### src/rtl/qpp_pkg.sv
package qpp_pkg;

    localparam int ADDR_W = 13;
    localparam int DATA_W = 8;
    localparam int CNT_W  = 8;

    typedef logic [CNT_W-1:0] cnt_t;

    typedef enum logic [1:0] {
        TGT_CODE   = 2'd0,
        TGT_CRYPT  = 2'd1,
        TGT_SECURE = 2'd2,
        TGT_RSVD   = 2'd3
    } target_e;

    typedef struct packed {
        logic [ADDR_W-1:0] addr;
        logic [DATA_W-1:0] data;
        target_e           target;
    } loc_t;

    typedef struct packed {
        cnt_t width;
        cnt_t gap;
    } timing_t;

    typedef enum logic [1:0] {
        ST_IDLE  = 2'd0,
        ST_PULSE = 2'd1,
        ST_GAP   = 2'd2
    } phase_e;

    // A zero count is stretched to one tick.
    function automatic cnt_t eff_count(input cnt_t c);
        return (c == '0) ? cnt_t'(1) : c;
    endfunction

endpackage

### src/rtl/qpp_timing_regs.sv
module qpp_timing_regs
    import qpp_pkg::*;
#(
    parameter int RST_WIDTH = 50,
    parameter int RST_GAP   = 10
) (
    input  logic    clk,
    input  logic    rst,
    input  logic    load,
    input  cnt_t    width_in,
    input  cnt_t    gap_in,
    output timing_t cfg
);

    always_ff @(posedge clk) begin
        if (rst) begin
            cfg.width <= cnt_t'(RST_WIDTH);
            cfg.gap   <= cnt_t'(RST_GAP);
        end else if (load) begin
            cfg.width <= width_in;
            cfg.gap   <= gap_in;
        end
    end

endmodule

### src/rtl/qpp_tick_timer.sv
module qpp_tick_timer
    import qpp_pkg::*;
(
    input  logic clk,
    input  logic rst,
    input  logic load,
    input  cnt_t load_val,
    input  logic tick,
    output logic last
);

    cnt_t cnt;

    always_ff @(posedge clk) begin
        if (rst) begin
            cnt <= '0;
        end else if (load) begin
            cnt <= load_val;
        end else if (tick && cnt != '0) begin
            cnt <= cnt - cnt_t'(1);
        end
    end

    // The next tick ends the current interval.
    assign last = (cnt == cnt_t'(1));

    // every interval is loaded with a nonzero length
    a_r4_load_nonzero: assert property (@(posedge clk) disable iff (rst)
        load |=> (cnt != '0));

endmodule

### src/rtl/qpp_burst_ctrl.sv
module qpp_burst_ctrl
    import qpp_pkg::*;
#(
    parameter int NPULSE = 25
) (
    input  logic    clk,
    input  logic    rst,
    input  logic    tick,
    input  logic    start,
    input  loc_t    loc_in,
    input  timing_t cfg,
    input  logic    timer_last,
    output logic    timer_load,
    output cnt_t    timer_val,
    output logic    busy,
    output logic    prog_n,
    output logic    done,
    output loc_t    loc_q
);

    localparam int IDX_W = (NPULSE > 1) ? $clog2(NPULSE) : 1;
    localparam logic [IDX_W-1:0] IDX_LAST = IDX_W'(NPULSE - 1);

    phase_e            phase, nxt;
    logic [IDX_W-1:0]  pulse_idx;
    timing_t           timing_q;
    logic              last_pulse;
    logic              fire_done;
    logic              accept;
    logic              advance;

    assign last_pulse = (pulse_idx == IDX_LAST);
    assign accept     = (phase == ST_IDLE) && start;
    assign advance    = (phase == ST_GAP) && tick && timer_last && !last_pulse;

    always_comb begin
        nxt        = phase;
        timer_load = 1'b0;
        timer_val  = eff_count(timing_q.width);
        fire_done  = 1'b0;
        unique case (phase)
            ST_IDLE: begin
                if (start) begin
                    nxt        = ST_PULSE;
                    timer_load = 1'b1;
                    timer_val  = eff_count(cfg.width);
                end
            end
            ST_PULSE: begin
                if (tick && timer_last) begin
                    nxt        = ST_GAP;
                    timer_load = 1'b1;
                    timer_val  = eff_count(timing_q.gap);
                end
            end
            ST_GAP: begin
                if (tick && timer_last) begin
                    if (last_pulse) begin
                        nxt       = ST_IDLE;
                        fire_done = 1'b1;
                    end else begin
                        nxt        = ST_PULSE;
                        timer_load = 1'b1;
                    end
                end
            end
            default: nxt = ST_IDLE;
        endcase
    end

    always_ff @(posedge clk) begin
        if (rst) begin
            phase     <= ST_IDLE;
            pulse_idx <= '0;
            timing_q  <= '0;
            loc_q     <= '0;
            busy      <= 1'b0;
            prog_n    <= 1'b1;
            done      <= 1'b0;
        end else begin
            phase  <= nxt;
            busy   <= (nxt != ST_IDLE);
            prog_n <= (nxt != ST_PULSE);
            done   <= fire_done;
            if (accept) begin
                loc_q     <= loc_in;
                timing_q  <= cfg;
                pulse_idx <= '0;
            end else if (advance) begin
                pulse_idx <= pulse_idx + 1'b1;
            end
        end
    end

    // pulse index never runs past the burst length
    a_r1_idx_range: assert property (@(posedge clk) disable iff (rst)
        pulse_idx <= IDX_LAST);

    // strobe inactive whenever idle
    a_r5_idle_strobe_high: assert property (@(posedge clk) disable iff (rst)
        !busy |-> prog_n);

    // completion is a single cycle and coincides with busy falling
    a_r6_done_single: assert property (@(posedge clk) disable iff (rst)
        done |=> !done);
    a_r6_done_on_fall: assert property (@(posedge clk) disable iff (rst)
        $fell(busy) |-> done);

    // latched location constant while busy
    a_r7_loc_hold: assert property (@(posedge clk) disable iff (rst)
        busy |=> (!busy || $stable(loc_q)));

    // a start while busy does not restart the pulse count
    a_r8_no_restart: assert property (@(posedge clk) disable iff (rst)
        (busy && start) |=> (pulse_idx >= $past(pulse_idx)));

endmodule

### src/rtl/qpp_sequencer.sv
module qpp_sequencer
    import qpp_pkg::*;
#(
    parameter int NPULSE    = 25,
    parameter int RST_WIDTH = 50,
    parameter int RST_GAP   = 10
) (
    input  logic              clk,
    input  logic              rst,
    input  logic              tick,
    input  logic              cfg_load,
    input  logic [CNT_W-1:0]  cfg_width,
    input  logic [CNT_W-1:0]  cfg_gap,
    input  logic              start,
    input  logic [ADDR_W-1:0] start_addr,
    input  logic [DATA_W-1:0] start_data,
    input  logic [1:0]        start_target,
    output logic              busy,
    output logic              prog_n,
    output logic              done,
    output logic [ADDR_W-1:0] pgm_addr,
    output logic [DATA_W-1:0] pgm_data,
    output logic [1:0]        pgm_target
);

    timing_t cfg;
    loc_t    loc_in;
    loc_t    loc_q;
    logic    timer_load;
    cnt_t    timer_val;
    logic    timer_last;

    assign loc_in.addr   = start_addr;
    assign loc_in.data   = start_data;
    assign loc_in.target = target_e'(start_target);

    qpp_timing_regs #(
        .RST_WIDTH (RST_WIDTH),
        .RST_GAP   (RST_GAP)
    ) u_regs (
        .clk      (clk),
        .rst      (rst),
        .load     (cfg_load),
        .width_in (cfg_width),
        .gap_in   (cfg_gap),
        .cfg      (cfg)
    );

    qpp_tick_timer u_timer (
        .clk      (clk),
        .rst      (rst),
        .load     (timer_load),
        .load_val (timer_val),
        .tick     (tick),
        .last     (timer_last)
    );

    qpp_burst_ctrl #(
        .NPULSE (NPULSE)
    ) u_ctrl (
        .clk        (clk),
        .rst        (rst),
        .tick       (tick),
        .start      (start),
        .loc_in     (loc_in),
        .cfg        (cfg),
        .timer_last (timer_last),
        .timer_load (timer_load),
        .timer_val  (timer_val),
        .busy       (busy),
        .prog_n     (prog_n),
        .done       (done),
        .loc_q      (loc_q)
    );

    assign pgm_addr   = loc_q.addr;
    assign pgm_data   = loc_q.data;
    assign pgm_target = loc_q.target;

endmodule

### config.mk
export PLATFORM = sky130hd
export DESIGN_NAME = qpp_sequencer
export DESIGN_NICKNAME = d
export VERILOG_FILES = /design/src/rtl/qpp_pkg.sv /design/src/rtl/qpp_timing_regs.sv /design/src/rtl/qpp_tick_timer.sv /design/src/rtl/qpp_burst_ctrl.sv /design/src/rtl/qpp_sequencer.sv
export SDC_FILE = /design/constraint.sdc
export NUM_CORES = 1
export LEC_CHECK = 0
export BUFFER_PORTS_ARGS = -buffer_cell sky130_fd_sc_hd__buf_2
export CAP_MARGIN = 20
export CORE_ASPECT_RATIO = 1.4
export CORE_UTILIZATION = 30
export CTS_CLUSTER_DIAMETER = 150
export DETAILED_ROUTE_END_ITERATION = 10
export GPL_TIMING_DRIVEN = 1
export PLACE_DENSITY_LB_ADDON = 0.12
export SLEW_MARGIN = 20
export SYNTH_ARGS = -nofsm -noshare
export SYNTH_HDL_FRONTEND = slang
export SYNTH_SLANG_ARGS = --single-unit
### constraint.sdc
create_clock -name clk -period 2 [get_ports clk]
set_input_delay 0.2 -clock clk [delete_from_list [all_inputs] [get_ports clk]]
set_output_delay 0.2 -clock clk [all_outputs]
set_load 0.02 [all_outputs]
# Word level (Yosys, flattened, before mapping)
# Index checks and enable logic that the tools add are counted.
# Widths: inputs -> output; s select.
[classes]
n_eq_ne = 5
muxes = 19
n_reduce_logical = 16
bitwise = 2
addsub = 2
[op_table]
columns = ["cell", "n"]
rows = [
  ["$mux 8", 7],
  ["$logic_not 8->1", 3],
  ["$pmux 8 s2", 1],
  ["$eq 8x1->1 const B", 1],
  ["$reduce_bool 8->1", 1],
  ["$sub 8x1->8 const B", 1],
  ["$logic_and 1x1->1", 6],
  ["$mux 1", 6],
  ["$mux 2", 3],
  ["$pmux 2 s3", 1],
  ["$add 5x1->5 const B", 1],
  ["$eq 5x5->1 const B", 1],
  ["$reduce_bool 2->1", 2],
  ["$pmux 1 s3", 1],
  ["$reduce_or 3->1", 1],
  ["$eq 2x1->1 const B", 1],
  ["$eq 2x2->1 const B", 1],
  ["$logic_not 2->1", 1],
  ["$ne 2x1->1 const B", 1],
  ["$not 1->1", 2],
  ["$reduce_or 2->1", 1],
  ["$logic_not 1->1", 1],
]
[totals]
output_inout_bits = 26
elab_cells = 57
in_bits = 44
regBits = 73

# Longest topological paths before layout
[logic_depth]
ltp_word = 5
mapped_depth = 8
mapped_depth_nobuf = 6

# Hierarchy
# Synthesis repeated with hierarchy kept, for this count alone.
[hier_totals]
hier_cells = 363
hier_area_um2 = 3114.2
[modules_own_cells]
columns = ["mod", "instances", "area_per_inst_um2", "seq_area_each_um2", "cells_each"]
rows = [
  ["qpp_burst_ctrl", 1, 1998.2, 980.9, 252],
  ["qpp_timing_regs", 1, 591.8, 320.3, 52],
  ["qpp_tick_timer", 1, 524.3, 160.2, 59],
]

# Least setup slack after synthesis
# Ideal clock, no wire load.
[synth_path]
kind = "flip-flop to flip-flop"
start = "reg u_timer.cnt[0]"
end = "reg u_timer.cnt[7]"
setup_ns = 0.116
slack_ns = 0.194
synth_period_minus_slack_ns = 1.806
stages_incl_launch_ff = 6
arrival_ns = 1.691
required_time_ns = 1.884
n_path_buf = 0
path_cell_list = "dfxtp_1 -> ha_1 -> or4bb_1 -> o31ai_4 -> nor3_1 -> a31o_1"
[synth_via]
elab_chain_len = 5
elab_cells_between_ends = 13
classes_between = "add/sub (1); eq/ne (1); mux (7); reduce/logical (4)"
[synth_lines]
columns = ["element", "line", "text"]
rows = [
  ["from (decl)", "qpp_tick_timer.sv:12", "cnt_t cnt;"],
  ["from (signal assigned)", "qpp_tick_timer.sv:18", "cnt <= load_val;"],
  ["from (signal assigned)", "qpp_tick_timer.sv:20", "cnt <= cnt - cnt_t'(1);"],
  ["branches (longest 5 deep; another with $sub 8x1->8)", "--", ""],
]
# Parallel ways; which one is timed is not known. The select of a mux whose other input is x is not followed.
# A chain may end at the register's enable or synchronous reset.

# Final worst setup path
[layout_path]
start = "reg u_timer.cnt[1]"
end = "reg u_timer.cnt[6]"
# The elaborated chain is that of the path after synthesis.

==> results_dict.tcl <==
set metrics [dict create \
    viasPerCell 4.836 \
    clock_latency_ps 330 \
    setup_violations 0 \
    rows 44 \
    layout_common_cells "82 x nand2_1, 73 x dfxtp_1, 69 x buf_2" \
    required_ps 2240 \
    clk_path_buf_depth 2 \
    setup_ws_ps 90.32 \
    die_x_um 89.14 \
    synthArstFlopShare_pct 0 \
    cts-root-buf "clkbuf_16" \
    rsz0062_at_grt "yes" \
    first_global_vias 2724 \
    wl_um 8361 \
    seq_area_frac_synth_pct 45.82 \
    dpl.cell_count 570 \
    min_period_ps 1910 \
    hold_viol 0 \
    die_area_mm2 0.01105 \
    synth_adder_area_share_pct 1.569 \
    finalCritPeriodShare_pct 95.48 \
    grt_pass1_wl_um 13450 \
    synth_compound_area_share_pct 19.07 \
    p_leak_nw 1.704 \
    synth_top_family_by_area "simple AND/OR/NAND/NOR gates" \
    grt_usage_pct 16.22 \
    drv_slew 0 \
    synthDistinctLibCells 53 \
    path_max_fanout 7 \
    initial_core_util_pct 30.81 \
    path_class "register to register" \
    clock_sinks 73 \
    drv_cap 0 \
    hold-worst-slack_ps 80.11 \
    synth_cells 372 \
    cts_tree "done" \
    fin_skew_ps 6.324 \
    vias 2834 \
    status "finished, final reports clean" \
    area.growth.synth_to_final_pct 28.17 \
    hold_path_class "primary input to register" \
    port_buffers 69 \
    die_height_um 124.0 \
    nets 491 \
    remaining_drc_errors 0 \
    p_per_area_mw_per_mm2 955.0 \
    finalSetupTns_ps 0 \
    dpl_worst_slack_ps 33.78 \
    drive_gt1_share_pct 26.12 \
    worst_slew_pin_slew_ps 521.1 \
    syn_area_mm2 0.003189 \
    crit_path_start_kind "register" \
    synth-simple-area-share_pct 22.01 \
    antenna_found_initial 0 \
    drtIter0Drc 140 \
    stdcell_count 586 \
    peakVddDrop_v 0.0005347 \
    cts_made_buffers 9 \
    syn_avg_cell_area_um2 8.573 \
    synth_seq_cells 73 \
    layout_commonest_cell "nand2_1" \
    coreArea_mm2 0.01035 \
    grt_overflow 0 \
    grt_max_degree 49 \
    wl_per_cell_um 14.27 \
    synthXorXnorAreaFrac_pct 0.8239 \
    design.portCount 70 \
    worst_setup_path_end_kind "register" \
    cts-htree-levels 3 \
    ys.flop_type "dfxtp_1" \
    muxShareOfSynthArea_pct 5.963 \
    clkTransAtPathRegs_ps 60 \
    ant_nets 0 \
    syn_nets 420 \
    synth_edf_count 0 \
    place.gp.congestion 0.7805 \
    num_antenna_cells 0 \
    arrival_ps 2150 \
    timing.fmax_ghz 0.5236 \
    hpwl_um 6119 \
    maxSlewHeadroom_pct 65.26 \
    post_cts.repair.setup_buffers 0 \
    drt_first_pass_iters 4 \
    synth_warnings 0 \
]
## where the power goes
part	switching [W]	internal, W
Sequential	0.0000848	0.00155
Combinational	0.000390	0.000290
Clock	0.000624	0.000965
Total	0.00110	0.00281
## cells by family after synthesis
family / count (synthesis)
simple gates: 144
flops: 73
xor+xnor: 3
buf+inv: 37
fa+ha+maj: 4
mux: 19
compound gates: 92
## synth_stat cells, types with 4 or more instances
library cell / instances / area (µm²)
nor3_1: 4 / 20.02
nor4_1: 4 / 25.02
nand2_1: 82 / 307.8
a311oi_1: 4 / 35.03
o21ai_0: 4 / 20.02
nor2_1: 19 / 71.32
a211oi_1: 6 / 45.04
mux2i_1: 19 / 190.2
buf_2: 10 / 50.05
inv_1: 10 / 37.54
a21oi_1: 47 / 235.2
buf_1: 4 / 15.01
ha_1: 4 / 50.05
clkbuf_1: 13 / 48.80
nor4bb_1: 6 / 60.06
dfxtp_1: 73 / 1461
o21a_1: 4 / 30.03
## stage by stage
stage | total power, W | util [%] | instance area [µm²]
6_report | 0.003904 | 39.49 | 4088
5_1_grt | 0.004093 | 39.49 | 4088
4_1_cts | 0.003932 | 39.12 | 4049
3_5_place_dp | 0.002335 | 36.27 | 3754
3_3_place_gp | 0.002331 | 36.27 | 3754
2_1_floorplan | 0.002089 | - | 3189
## state kept, by name (all words and copies together) (netlist names)
signal,flops
u_ctrl.timing_q,16
u_ctrl.pulse_idx,5
u_ctrl.prog_n,1
u_ctrl.phase,2
u_ctrl.loc_q,23
u_timer.cnt,8
u_regs.cfg,16
u_ctrl.busy,1
u_ctrl.done,1
## worst paths after layout
check,cells past startpoint,start,endpoint,slack (ps)
setup / recovery,6,u_timer.cnt[1]$_SDFFE_PP0P_,u_timer.cnt[6]$_SDFFE_PP0P_,90
setup reg to reg,6,u_timer.cnt[1]$_SDFFE_PP0P_,u_timer.cnt[6]$_SDFFE_PP0P_,90
hold reg to reg,2,u_ctrl.timing_q[8]$_SDFFE_PP0P_,u_ctrl.timing_q[8]$_SDFFE_PP0P_,450
hold / removal,3,cfg_width[5],u_regs.cfg[13]$_SDFFE_PP1P_,80
## what timing repair did
item | in CTS | in global routing
setup endpoints to repair | 0 | 9
hold buffers | 0 | 0
resized for setup | 0 | 9
## cell type report
cell class	instances	area, µm²
Multi-Input combinational cell	262	1628
Sequential cell	73	1461
Clock inverter	7	70.07
Clock buffer	9	225.2
Inverter	10	37.54
Tap cell	138	172.7
Fill cell	1107	6262
Timing Repair Buffer	87	493.0
## metal layers
layer,part of all wire [%],vias up,global-route usage [%]
li1,-,1459,-
met1,43,1299,19.53
met2,52,64,28.15
met3,3.9,12,3.181
met4,1.9,0,6.151
met5,0,-,0
## critical path, stage by stage (launching register included)
cell	delay, ps
dfxtp_1	320
inv_1	90
ha_2	180
or4bb_4	490
o31ai_4	410
nor2_2	110
a211oi_1	220
Power figures use the tool's default switching activity.
